File: src/rtl/seq_pkg.sv
package seq_pkg;

  typedef enum logic [2:0] {
    ST_IDLE   = 3'd0,
    ST_ON     = 3'd1,
    ST_SETTLE = 3'd2,
    ST_RUN    = 3'd3,
    ST_OFF    = 3'd4,
    ST_FAULT  = 3'd5
  } seqState_t;

  // strobes from control to datapath
  typedef struct packed {
    logic clrTime;   // zero prescaler and elapsed-tick counter
    logic onPhase;   // gates may switch on at expiry
    logic offPhase;  // gates may switch off at expiry
    logic killAll;   // clear every gate on this edge
  } seqStrobe_t;

endpackage

File: src/rtl/seq_dpath.sv
module seq_dpath
  import seq_pkg::*;
#(
  parameter int NCH            = 4,
  parameter int DW             = 8,
  parameter int CW             = 9,
  parameter int TICK_DIV       = 100000,
  parameter int FILT_CYC       = 3000,
  parameter bit EN_ACTIVE_HIGH = 1'b1
) (
  input  logic              clk,
  input  logic              rstN,
  input  logic [NCH-1:0]    railGood,
  input  logic              enIn,
  input  logic [NCH*DW-1:0] onDelay,
  input  logic [NCH*DW-1:0] offDelay,
  input  seqStrobe_t        strobe,
  output logic              railsOk,
  output logic              enOk,
  output logic              tick,
  output logic [CW-1:0]     msCnt,
  output logic [NCH-1:0]    gateEn
);

  localparam int PW = $clog2(TICK_DIV);
  localparam int FW = $clog2(FILT_CYC + 1);
  localparam int NF = NCH + 1;

  logic [NF-1:0] rawVec;
  logic [NF-1:0] fltVec;
  logic          enAct;

  assign enAct  = EN_ACTIVE_HIGH ? enIn : ~enIn;
  assign rawVec = {enAct, railGood};

  // symmetric persistence filter on every qualified input
  for (genvar f = 0; f < NF; f++) begin : g_filt
    logic [FW-1:0] runLen;
    always_ff @(posedge clk or negedge rstN) begin
      if (!rstN) begin
        runLen    <= '0;
        fltVec[f] <= 1'b0;
      end else if (rawVec[f] != fltVec[f]) begin
        if (runLen == FW'(FILT_CYC - 1)) begin
          fltVec[f] <= rawVec[f];
          runLen    <= '0;
        end else begin
          runLen <= runLen + 1'b1;
        end
      end else begin
        runLen <= '0;
      end
    end
  end

  assign railsOk = &fltVec[NCH-1:0];
  assign enOk    = fltVec[NCH];

  // millisecond prescaler, realigned at each phase start
  logic [PW-1:0] preCnt;
  assign tick = (preCnt == PW'(TICK_DIV - 1));

  always_ff @(posedge clk or negedge rstN) begin
    if (!rstN)                        preCnt <= '0;
    else if (strobe.clrTime || tick)  preCnt <= '0;
    else                              preCnt <= preCnt + 1'b1;
  end

  // shared elapsed-tick counter, saturating
  always_ff @(posedge clk or negedge rstN) begin
    if (!rstN)                         msCnt <= '0;
    else if (strobe.clrTime)           msCnt <= '0;
    else if (tick && (msCnt != '1))    msCnt <= msCnt + 1'b1;
  end

  // per-channel gate latches fired by delay expiry
  for (genvar c = 0; c < NCH; c++) begin : g_gate
    logic [DW-1:0] dOn;
    logic [DW-1:0] dOff;
    assign dOn  = onDelay[c*DW +: DW];
    assign dOff = offDelay[c*DW +: DW];
    always_ff @(posedge clk or negedge rstN) begin
      if (!rstN)                                               gateEn[c] <= 1'b0;
      else if (strobe.killAll)                                 gateEn[c] <= 1'b0;
      else if (strobe.onPhase && tick && (msCnt >= CW'(dOn)))  gateEn[c] <= 1'b1;
      else if (strobe.offPhase && tick && (msCnt >= CW'(dOff))) gateEn[c] <= 1'b0;
    end
  end

endmodule

File: src/rtl/seq_ctrl.sv
module seq_ctrl
  import seq_pkg::*;
#(
  parameter int NCH       = 4,
  parameter int CW        = 9,
  parameter int QUAL_MS   = 10,
  parameter int SETTLE_MS = 160
) (
  input  logic           clk,
  input  logic           rstN,
  input  logic           railsOk,
  input  logic           enOk,
  input  logic           tick,
  input  logic [CW-1:0]  msCnt,
  input  logic [NCH-1:0] gateEn,
  input  logic [NCH-1:0] rampDone,
  input  logic           sysRstIn,
  output seqStrobe_t     strobe,
  output logic           resetDone,
  output logic           sysRstDrv
);

  seqState_t state, nextState;
  logic      sysPrev, drvPrev;
  logic      ready, allUp, riseIn, active;

  assign ready  = railsOk && enOk;
  assign allUp  = (&gateEn) && (&rampDone);
  assign riseIn = sysRstIn && !sysPrev && !drvPrev;
  assign active = (state == ST_ON) || (state == ST_SETTLE) ||
                  (state == ST_RUN) || (state == ST_OFF);

  always_comb begin
    nextState = state;
    unique case (state)
      ST_IDLE:   if (sysRstIn && ready &&
                     (riseIn || (tick && msCnt == CW'(QUAL_MS - 1))))
                   nextState = ST_ON;
      ST_ON:     if (!enOk)      nextState = ST_OFF;
                 else if (allUp) nextState = ST_SETTLE;
      ST_SETTLE: if (!enOk)      nextState = ST_OFF;
                 else if (tick && msCnt == CW'(SETTLE_MS - 1))
                                 nextState = ST_RUN;
      ST_RUN:    if (!enOk)      nextState = ST_OFF;
      ST_OFF:    if (gateEn == '0) nextState = ST_IDLE;
      ST_FAULT:  if (railsOk)    nextState = ST_IDLE;
      default:                   nextState = ST_IDLE;
    endcase
    if (!sysRstIn && state != ST_FAULT) nextState = ST_IDLE;
    if (active && !railsOk)             nextState = ST_FAULT;
  end

  always_comb begin
    strobe.clrTime  = (nextState != state) ||
                      ((state == ST_IDLE) && !(ready && sysRstIn));
    strobe.onPhase  = (state == ST_ON);
    strobe.offPhase = (state == ST_OFF);
    strobe.killAll  = (nextState == ST_FAULT) || !sysRstIn;
  end

  always_ff @(posedge clk or negedge rstN) begin
    if (!rstN) begin
      state   <= ST_IDLE;
      sysPrev <= 1'b1;
      drvPrev <= 1'b0;
    end else begin
      state   <= nextState;
      sysPrev <= sysRstIn;
      drvPrev <= (state == ST_FAULT);
    end
  end

  assign resetDone = (state == ST_RUN);
  assign sysRstDrv = (state == ST_FAULT);

endmodule

File: src/rtl/rail_sequencer.sv
module rail_sequencer
  import seq_pkg::*;
#(
  parameter int NCH            = 4,
  parameter int DW             = 8,
  parameter int TICK_DIV       = 100000,
  parameter int FILT_CYC       = 3000,
  parameter int QUAL_MS        = 10,
  parameter int SETTLE_MS      = 160,
  parameter bit EN_ACTIVE_HIGH = 1'b1
) (
  input  logic              clk,
  input  logic              rstN,
  input  logic [NCH-1:0]    railGood,
  input  logic              enIn,
  input  logic              sysRstIn,
  output logic              sysRstDrv,
  input  logic [NCH-1:0]    rampDone,
  input  logic [NCH*DW-1:0] onDelay,
  input  logic [NCH*DW-1:0] offDelay,
  output logic [NCH-1:0]    gateEn,
  output logic              resetDone
);

  localparam int SPAN1 = ((2 ** DW) > SETTLE_MS) ? (2 ** DW) : SETTLE_MS;
  localparam int SPAN2 = (SPAN1 > QUAL_MS) ? SPAN1 : QUAL_MS;
  localparam int CW    = $clog2(SPAN2 + 1);

  seqStrobe_t    strobe;
  logic          railsOk, enOk, tick;
  logic [CW-1:0] msCnt;

  seq_dpath #(
    .NCH(NCH), .DW(DW), .CW(CW), .TICK_DIV(TICK_DIV),
    .FILT_CYC(FILT_CYC), .EN_ACTIVE_HIGH(EN_ACTIVE_HIGH)
  ) u_dpath (
    .clk(clk), .rstN(rstN), .railGood(railGood), .enIn(enIn),
    .onDelay(onDelay), .offDelay(offDelay), .strobe(strobe),
    .railsOk(railsOk), .enOk(enOk), .tick(tick), .msCnt(msCnt),
    .gateEn(gateEn)
  );

  seq_ctrl #(
    .NCH(NCH), .CW(CW), .QUAL_MS(QUAL_MS), .SETTLE_MS(SETTLE_MS)
  ) u_ctrl (
    .clk(clk), .rstN(rstN), .railsOk(railsOk), .enOk(enOk), .tick(tick),
    .msCnt(msCnt), .gateEn(gateEn), .rampDone(rampDone),
    .sysRstIn(sysRstIn), .strobe(strobe), .resetDone(resetDone),
    .sysRstDrv(sysRstDrv)
  );

endmodule

File: config.mk
export PLATFORM = sky130hd
export DESIGN_NAME = rail_sequencer
export DESIGN_NICKNAME = d
export VERILOG_FILES = /design/src/rtl/seq_pkg.sv /design/src/rtl/seq_dpath.sv /design/src/rtl/seq_ctrl.sv /design/src/rtl/rail_sequencer.sv
export SDC_FILE = /design/constraint.sdc
export NUM_CORES = 1
export LEC_CHECK = 0
export BUFFER_PORTS_ARGS = -buffer_cell sky130_fd_sc_hd__buf_2
export CAP_MARGIN = 20
export CORE_MARGIN = 1.5
export CORE_UTILIZATION = 59
export DETAILED_ROUTE_END_ITERATION = 7
export HOLD_SLACK_MARGIN = 0.05
export PLACE_DENSITY_LB_ADDON = 0.2
export SLEW_MARGIN = 10
export SYNTH_ARGS = -nofsm -noshare
export SYNTH_HDL_FRONTEND = slang
export SYNTH_SLANG_ARGS = --single-unit
File: constraint.sdc
create_clock -name clk -period 2.6 [get_ports clk]
set_clock_uncertainty 0.15 [all_clocks]
set_input_delay 0.13 -clock clk [delete_from_list [all_inputs] [get_ports clk]]
set_output_delay 0.13 -clock clk [all_outputs]
set_load 0.1 [all_outputs]
Yosys cells after proc, flatten, opt, wreduce, memory -nomap -nowiden
Cells that the tools add are included.
- reduce and logical (&&, ||, !) cells: 49
- multiplexer cells: 36
- add/subtract/negate cells: 7
- eq/ne operators: 22
- $lt $le $gt $ge: 8
- operators with widths (cell ; count):
    12-bit two-way mux ; 10
    9-bit by 8-bit >= comparator with 1-bit output ; 8
    12-bit by 1-bit adder with 12-bit output, second input constant ; 5
    12-bit == test, second input constant ; 5
    3-bit two-way mux ; 10
    1-bit logical AND ; 22
    9-bit two-way mux ; 2
    3-bit case mux with 6 select lines ; 1
    17-bit by 1-bit adder with 17-bit output, second input constant ; 1
    17-bit == test, second input constant ; 1
    17-bit two-way mux ; 1
    1-bit two-way mux ; 12
    4-bit AND reduction ; 3
    3-bit nonzero test ; 4
    2-bit AND reduction ; 5
    9-bit by 1-bit adder with 9-bit output, second input constant ; 1
    3-bit == test, second input constant ; 3
    9-bit by 4-bit == test with 1-bit output, second input constant ; 1
    9-bit by 8-bit == test with 1-bit output, second input constant ; 1
    9-bit inequality test, second input constant ; 1
    1-bit logical OR ; 7
    3-bit by 2-bit == test with 1-bit output, second input constant ; 2
    1-bit zero test ; 5
    1-bit inequality test ; 5
    6 further kinds ; 6
- input bits: 76
- register bits: 100
- output and inout port bits: 6
- word-level logic and storage cells: 141

Longest topological paths before layout
- word-level depth: 13
- depth in mapped cells: 9
- depth with buffers taken out: 8

Modules after synthesis
From an unflattened synthesis, not the netlist that was laid out.
- cells, all modules: 698
- area, all modules: 6409.9 um^2
- by module, submodules not included (module ; sequential area each (um^2) ; times used ; area an instance (um^2) ; cells each):
    seq_dpath ; 2377.3 ; 1 ; 5930.7 ; 642
    seq_ctrl ; 126.4 ; 1 ; 479.2 ; 56

Worst setup path before layout
OpenSTA, ideal clock, no wires.
- path kind: register -> register
- start: reg u_dpath.gateEn[0]
- end: reg u_dpath.preCnt[0]
- path buffers: 1
- library setup time: 0.122 ns
- slack: -0.154 ns
- required time: 2.328 ns
- period minus slack after synthesis: 2.754 ns
- data arrival time: 2.482 ns
- cell stages (with the launch flop): 7
- path through: dfrtp_1 > nand4_1 > o311ai_4 > nand3_2 > or3_1 > buf_6 > a2111oi_1
- word-level cells in the longest chain between the ends: 11
- elaborated cells on any way between the ends: 13
- those cells by class: 1 x eq/ne; 7 x mux; 5 x reduce/logical
- ends and longest elaborated chain (what ; line ; RTL):
    start, declared ; seq_dpath.sv:22 ; output logic [NCH-1:0] gateEn
    start signal, assigned by index ; seq_dpath.sv:83 ; if (!rstN) gateEn[c] <= 1'b0;
    start signal, assigned by index ; seq_dpath.sv:84 ; else if (strobe.killAll) gateEn[c] <= 1'b0;
    start signal, assigned by index ; seq_dpath.sv:85 ; else if (strobe.onPhase && tick && (msCnt >= CW'(dOn))) gateEn[c] <= 1'b1;
    4-bit AND reduction ; seq_ctrl.sv:28 ; assign allUp = (&gateEn) && (&rampDone);
    1-bit logical AND ; seq_ctrl.sv:28 ;
    3-bit two-way mux ; seq_ctrl.sv:40 ; else if (allUp) nextState = ST_SETTLE;
    3-bit two-way mux ; seq_ctrl.sv:39 ; ST_ON: if (!enOk) nextState = ST_OFF;
    3-bit case mux with 6 select lines * ; seq_ctrl.sv:35 ; unique case (state)
    3-bit two-way mux * ; seq_ctrl.sv:49 ; if (!sysRstIn && state != ST_FAULT) nextState = ST_IDLE;
    3-bit two-way mux * ; seq_ctrl.sv:50 ; if (active && !railsOk) nextState = ST_FAULT;
    3-bit inequality test * ; seq_ctrl.sv:54 ; strobe.clrTime = (nextState != state) ||
    1-bit logical OR * ; seq_ctrl.sv:54 ;
    1-bit logical OR * ; seq_dpath.sv:65 ; else if (strobe.clrTime || tick) preCnt <= '0;
    17-bit two-way mux * ; seq_dpath.sv:65 ;
    end signal, assigned ; seq_dpath.sv:66 ; else preCnt <= preCnt + 1'b1;
    end, declared ; seq_dpath.sv:60 ; logic [PW-1:0] preCnt;
Every way passes the cells marked *; elsewhere a longest branch is shown, timed or not.
A chain may end at the register's enable or synchronous reset.

Worst setup path in the final report
- start: reg u_ctrl.state[2]
- end: reg u_dpath.msCnt[8]
- word-level cells in the longest chain between the ends: 9
- elaborated cells on any way between the ends: 28
- those cells by class: 7 x eq/ne; 12 x mux; 9 x reduce/logical
- ends and longest elaborated chain (what ; line ; RTL):
    start, declared ; seq_ctrl.sv:23 ; seqState_t state, nextState;
    start signal, assigned ; seq_ctrl.sv:67 ; state <= nextState;
    parallel branches: the longest is 7 deep, another holds 3-bit case mux with 6 select lines ; -- ;
    1-bit logical OR * ; seq_ctrl.sv:54 ;
    9-bit two-way mux / 2-bit nonzero test (equally long branches) ; -- ;
    end signal, assigned ; seq_dpath.sv:73 ; else if (tick && (msCnt != '1)) msCnt <= msCnt + 1'b1;
    end, declared ; seq_dpath.sv:21 ; output logic [CW-1:0] msCnt,
Mark *: on every way between the ends.

==> results.yml <==
timing:
  slew_headroom: 0.500
  finalCritPeriodShare: 0.943
  slew_violations: 0
  rsz0062_at_grt: "false"
  final.setup.tns_ns: 0
  timing.fmax_ghz: 0.408
  fin_crit_ns: 2.45
  final-setup-viol-count: 0
  tightestPinTransition_ns: 0.744
  finalHoldViolations: 0
worst_setup_path:
  cp-end-kind: "flip-flop"
  critPathKind: "reg -> reg"
  max_stage_delay_ns: 0.51
  path_delay_family: "simple AND/OR/NAND/NOR gates"
  path_cells: "nand3b_1, or4_1, a211oi_2, o21ai_2, buf_4, a211oi_1"
  cp_max_fo: 14
  worstSetupStartpointType: "flip-flop"
  crit_path_top_delay_cell: "dfrtp_1"
  crit_arrival_ns: 2.55
  path_buf_inv: 1
  required_ns: 2.70
clock_network:
  post_cts_resized: 0
  cts.path.max_buffers: 2
  clk_pin_slew_ns: 0.07
  postCtsSetupRepairBufs: 0
  hold_buffers: 7
  clock_latency_ns: 0.35
  cts_sinks: 100
  numCtsBuffers: 9
  tritoncts: "built"
  cts_root_buffer: "clkbuf_16"
  htree_levels: 3
synth:
  synth.area.top_cells: "dfrtp_1 37%, ha_1 14%, xnor2_1 6.2%"
  synth_cell_types: 63
  synth_area_mm2: 0.00674
  synth_edf_count: 0
  yosys_register_bits: 100
  yosys_warnings: 0
  async_flop_share: 1.00
  syn_nets: 868
  synth_compound_area_frac: 0.118
  synth_xor_area_frac: 0.100
  synthSimpleGateAreaFrac: 0.210
  synth_top_family_by_area: "simple AND/OR/NAND/NOR gates"
  synth_area_leader_cell: "dfrtp_1"
  synthCells: 719
  seq_area_frac_synth: 0.372
  synth.top_cell.area_share: 0.368
  synthAdderAreaFrac: 0.136
  avgSynthCellArea_um2: 9.37
  synth.area.mux_share: 0.00985
  ys.flop_type: "dfrtp_1"
floorplan:
  die_w_um: 110
  die-area_mm2: 0.0121
  num_rows: 38
  start_util: 0.613
  io_pins: 82
  core_mm2: 0.0110
  die_h_um: 110
route:
  totalWireLength_um: 14500
  drtIter0Drc: 307
  wire_per_inst_um: 15.0
  drc: 0
  post_drt_via_cell_ratio: 5.72
  drt_first_pass_iters: 5
  vias: 5501
  final_antenna_net_count: 0
pwr:
  p_clk_frac: 0.426
  p_sw_frac: 0.236
  p_per_area_mw_per_mm2: 412
  p_leak_nw: 3.72
  p_comb_frac: 0.075
  internal_power_mw: 2.44
  p_sw_mw: 0.753
  p_seq_frac: 0.498
  vdd_drop_max_uv: 487
place:
  dpl.hpwl_um: 10900
  gp_congestion: 0.870
  dp.cells: 939
  port_buffers: 81
finish:
  fillCellCount: 809
  n_antenna_cell: 0
  area_growth_pct: 15.2
  ff_latch_area_mm2: 0.00251
  nets: 966
  multiInputGateArea_mm2: 0.00386
  final_common_cell: "nor2_1"
  post-route-util: 0.706
  final_cells: 962
  layout_common_cells: "96 x nor2_1, 95 x dfrtp_1, 80 x buf_2"
  drive_gt1_frac: 0.195
status:
  status: "complete, no violations"
global_route:
  overflow: 0
  grt_pass1_wl_um: 25000
  first_global_vias: 5590
  grt_max_degree: 56
  track_usage: 0.262
  antenna_found_initial: 0
run:
  max-cap-violations: 0
hold_path:
  hold_path_class: "in -> reg"
through the flow:
stage / hold slack, ns / total power, mW / setup slack (ns) / area (µm²)
after floorplan: -0.316 / 1.73 / 0.179 / 6740
after global placement: 0.0649 / 1.84 / 0.286 / 7380
after detailed placement: 0.0684 / 1.86 / 0.183 / 7380
after CTS: 0.141 / 3.23 / 0.159 / 7760
after global routing: 0.194 / 3.33 / 0.00400 / 7760
final: 0.143 / 3.20 / 0.148 / 7760
power groups by stage:
stage	combinational [mW]	sequential (mW)	clock, mW
floorplan	0.114	1.62	0
global placement	0.221	1.62	0
detailed placement	0.233	1.62	0
CTS	0.245	1.59	1.39
global route	0.281	1.60	1.45
finish	0.241	1.59	1.36
cell type report:
type,count,area share
Tap cell,140,0.0226
Multi-Input combinational cell,529,0.498
Clock buffer,9,0.0290
Sequential cell,100,0.323
Inverter,71,0.0343
Timing Repair Buffer,106,0.0822
Clock inverter,7,0.0106
cell families after synthesis:
group,after synthesis
muxes,6
AOI/OAI and AO/OA,98
buffers and inverters,90
DFF,100
adders and majority gates,73
and+or+nand+nor,275
xor gates and xnor gates,77
layer usage:
layer / wire length (µm) / global-route usage
met5: 0 / 0
met4: 313 / 0.0872
met3: 548 / 0.0385
met2: 7160 / 0.459
met1: 6450 / 0.332
synthesized netlist by cell type (4+ instances only):
cell / number
dfrtp_1: 99
nor2_1: 96
ha_1: 73
inv_1: 71
xnor2_1: 48
nand3_1: 39
nand2_1: 31
xor2_1: 29
nand4_1: 27
a21oi_1: 17
a211oi_2: 14
nor3_1: 12
o21ai_0: 12
a211oi_1: 11
buf_2: 10
nand2b_1: 9
and3_1: 7
nor4_1: 7
or2_2: 7
or3_1: 7
clkbuf_1: 6
o31ai_1: 6
and4_1: 5
mux2_2: 5
a31oi_1: 4
and2_1: 4
nand4b_1: 4
nor2b_1: 4
worst register-to-register path, delay by kind of cell (launching register included):
family | cells | cell delay [ns]
buffers and inverters | 1 | 0.24
AO/OA/AOI/OAI | 3 | 0.73
flip-flops | 1 | 0.51
AND/OR/NAND/NOR | 2 | 0.73
sequential cells by signal, summed over array words and instances, names as in the netlist:
name	count
u_dpath.msCnt	9
u_ctrl.state	3
u_dpath.fltVec	4
u_dpath.g_filt.runLen	60
u_ctrl.drvPrev	1
u_dpath.gateEn	4
u_dpath.preCnt	17
u_ctrl.sysPrev	1
u_dpath.enOk	1
worst paths after layout:
| check | startpoint | to | slack (ns) | cells after the start |
|---|---|---|---|---|
| max | u_ctrl.state[2] | u_dpath.msCnt[8] | 0.15 | 6 |
| min | onDelay[5] | u_dpath.gateEn[0] | 0.14 | 5 |
| max reg2reg | u_ctrl.state[2] | u_dpath.msCnt[8] | 0.15 | 6 |
| min reg2reg | u_dpath.g_filt[4].runLen[0] | u_dpath.g_filt[4].runLen[0] | 0.30 | 1 |
| max in group asynchronous | rstN | u_dpath.g_filt[4].runLen[6] | 1.43 | 3 |
| min in group asynchronous | rstN | u_dpath.g_filt[3].runLen[7] | 0.22 | 2 |
Power figures use the tool's default switching activity.
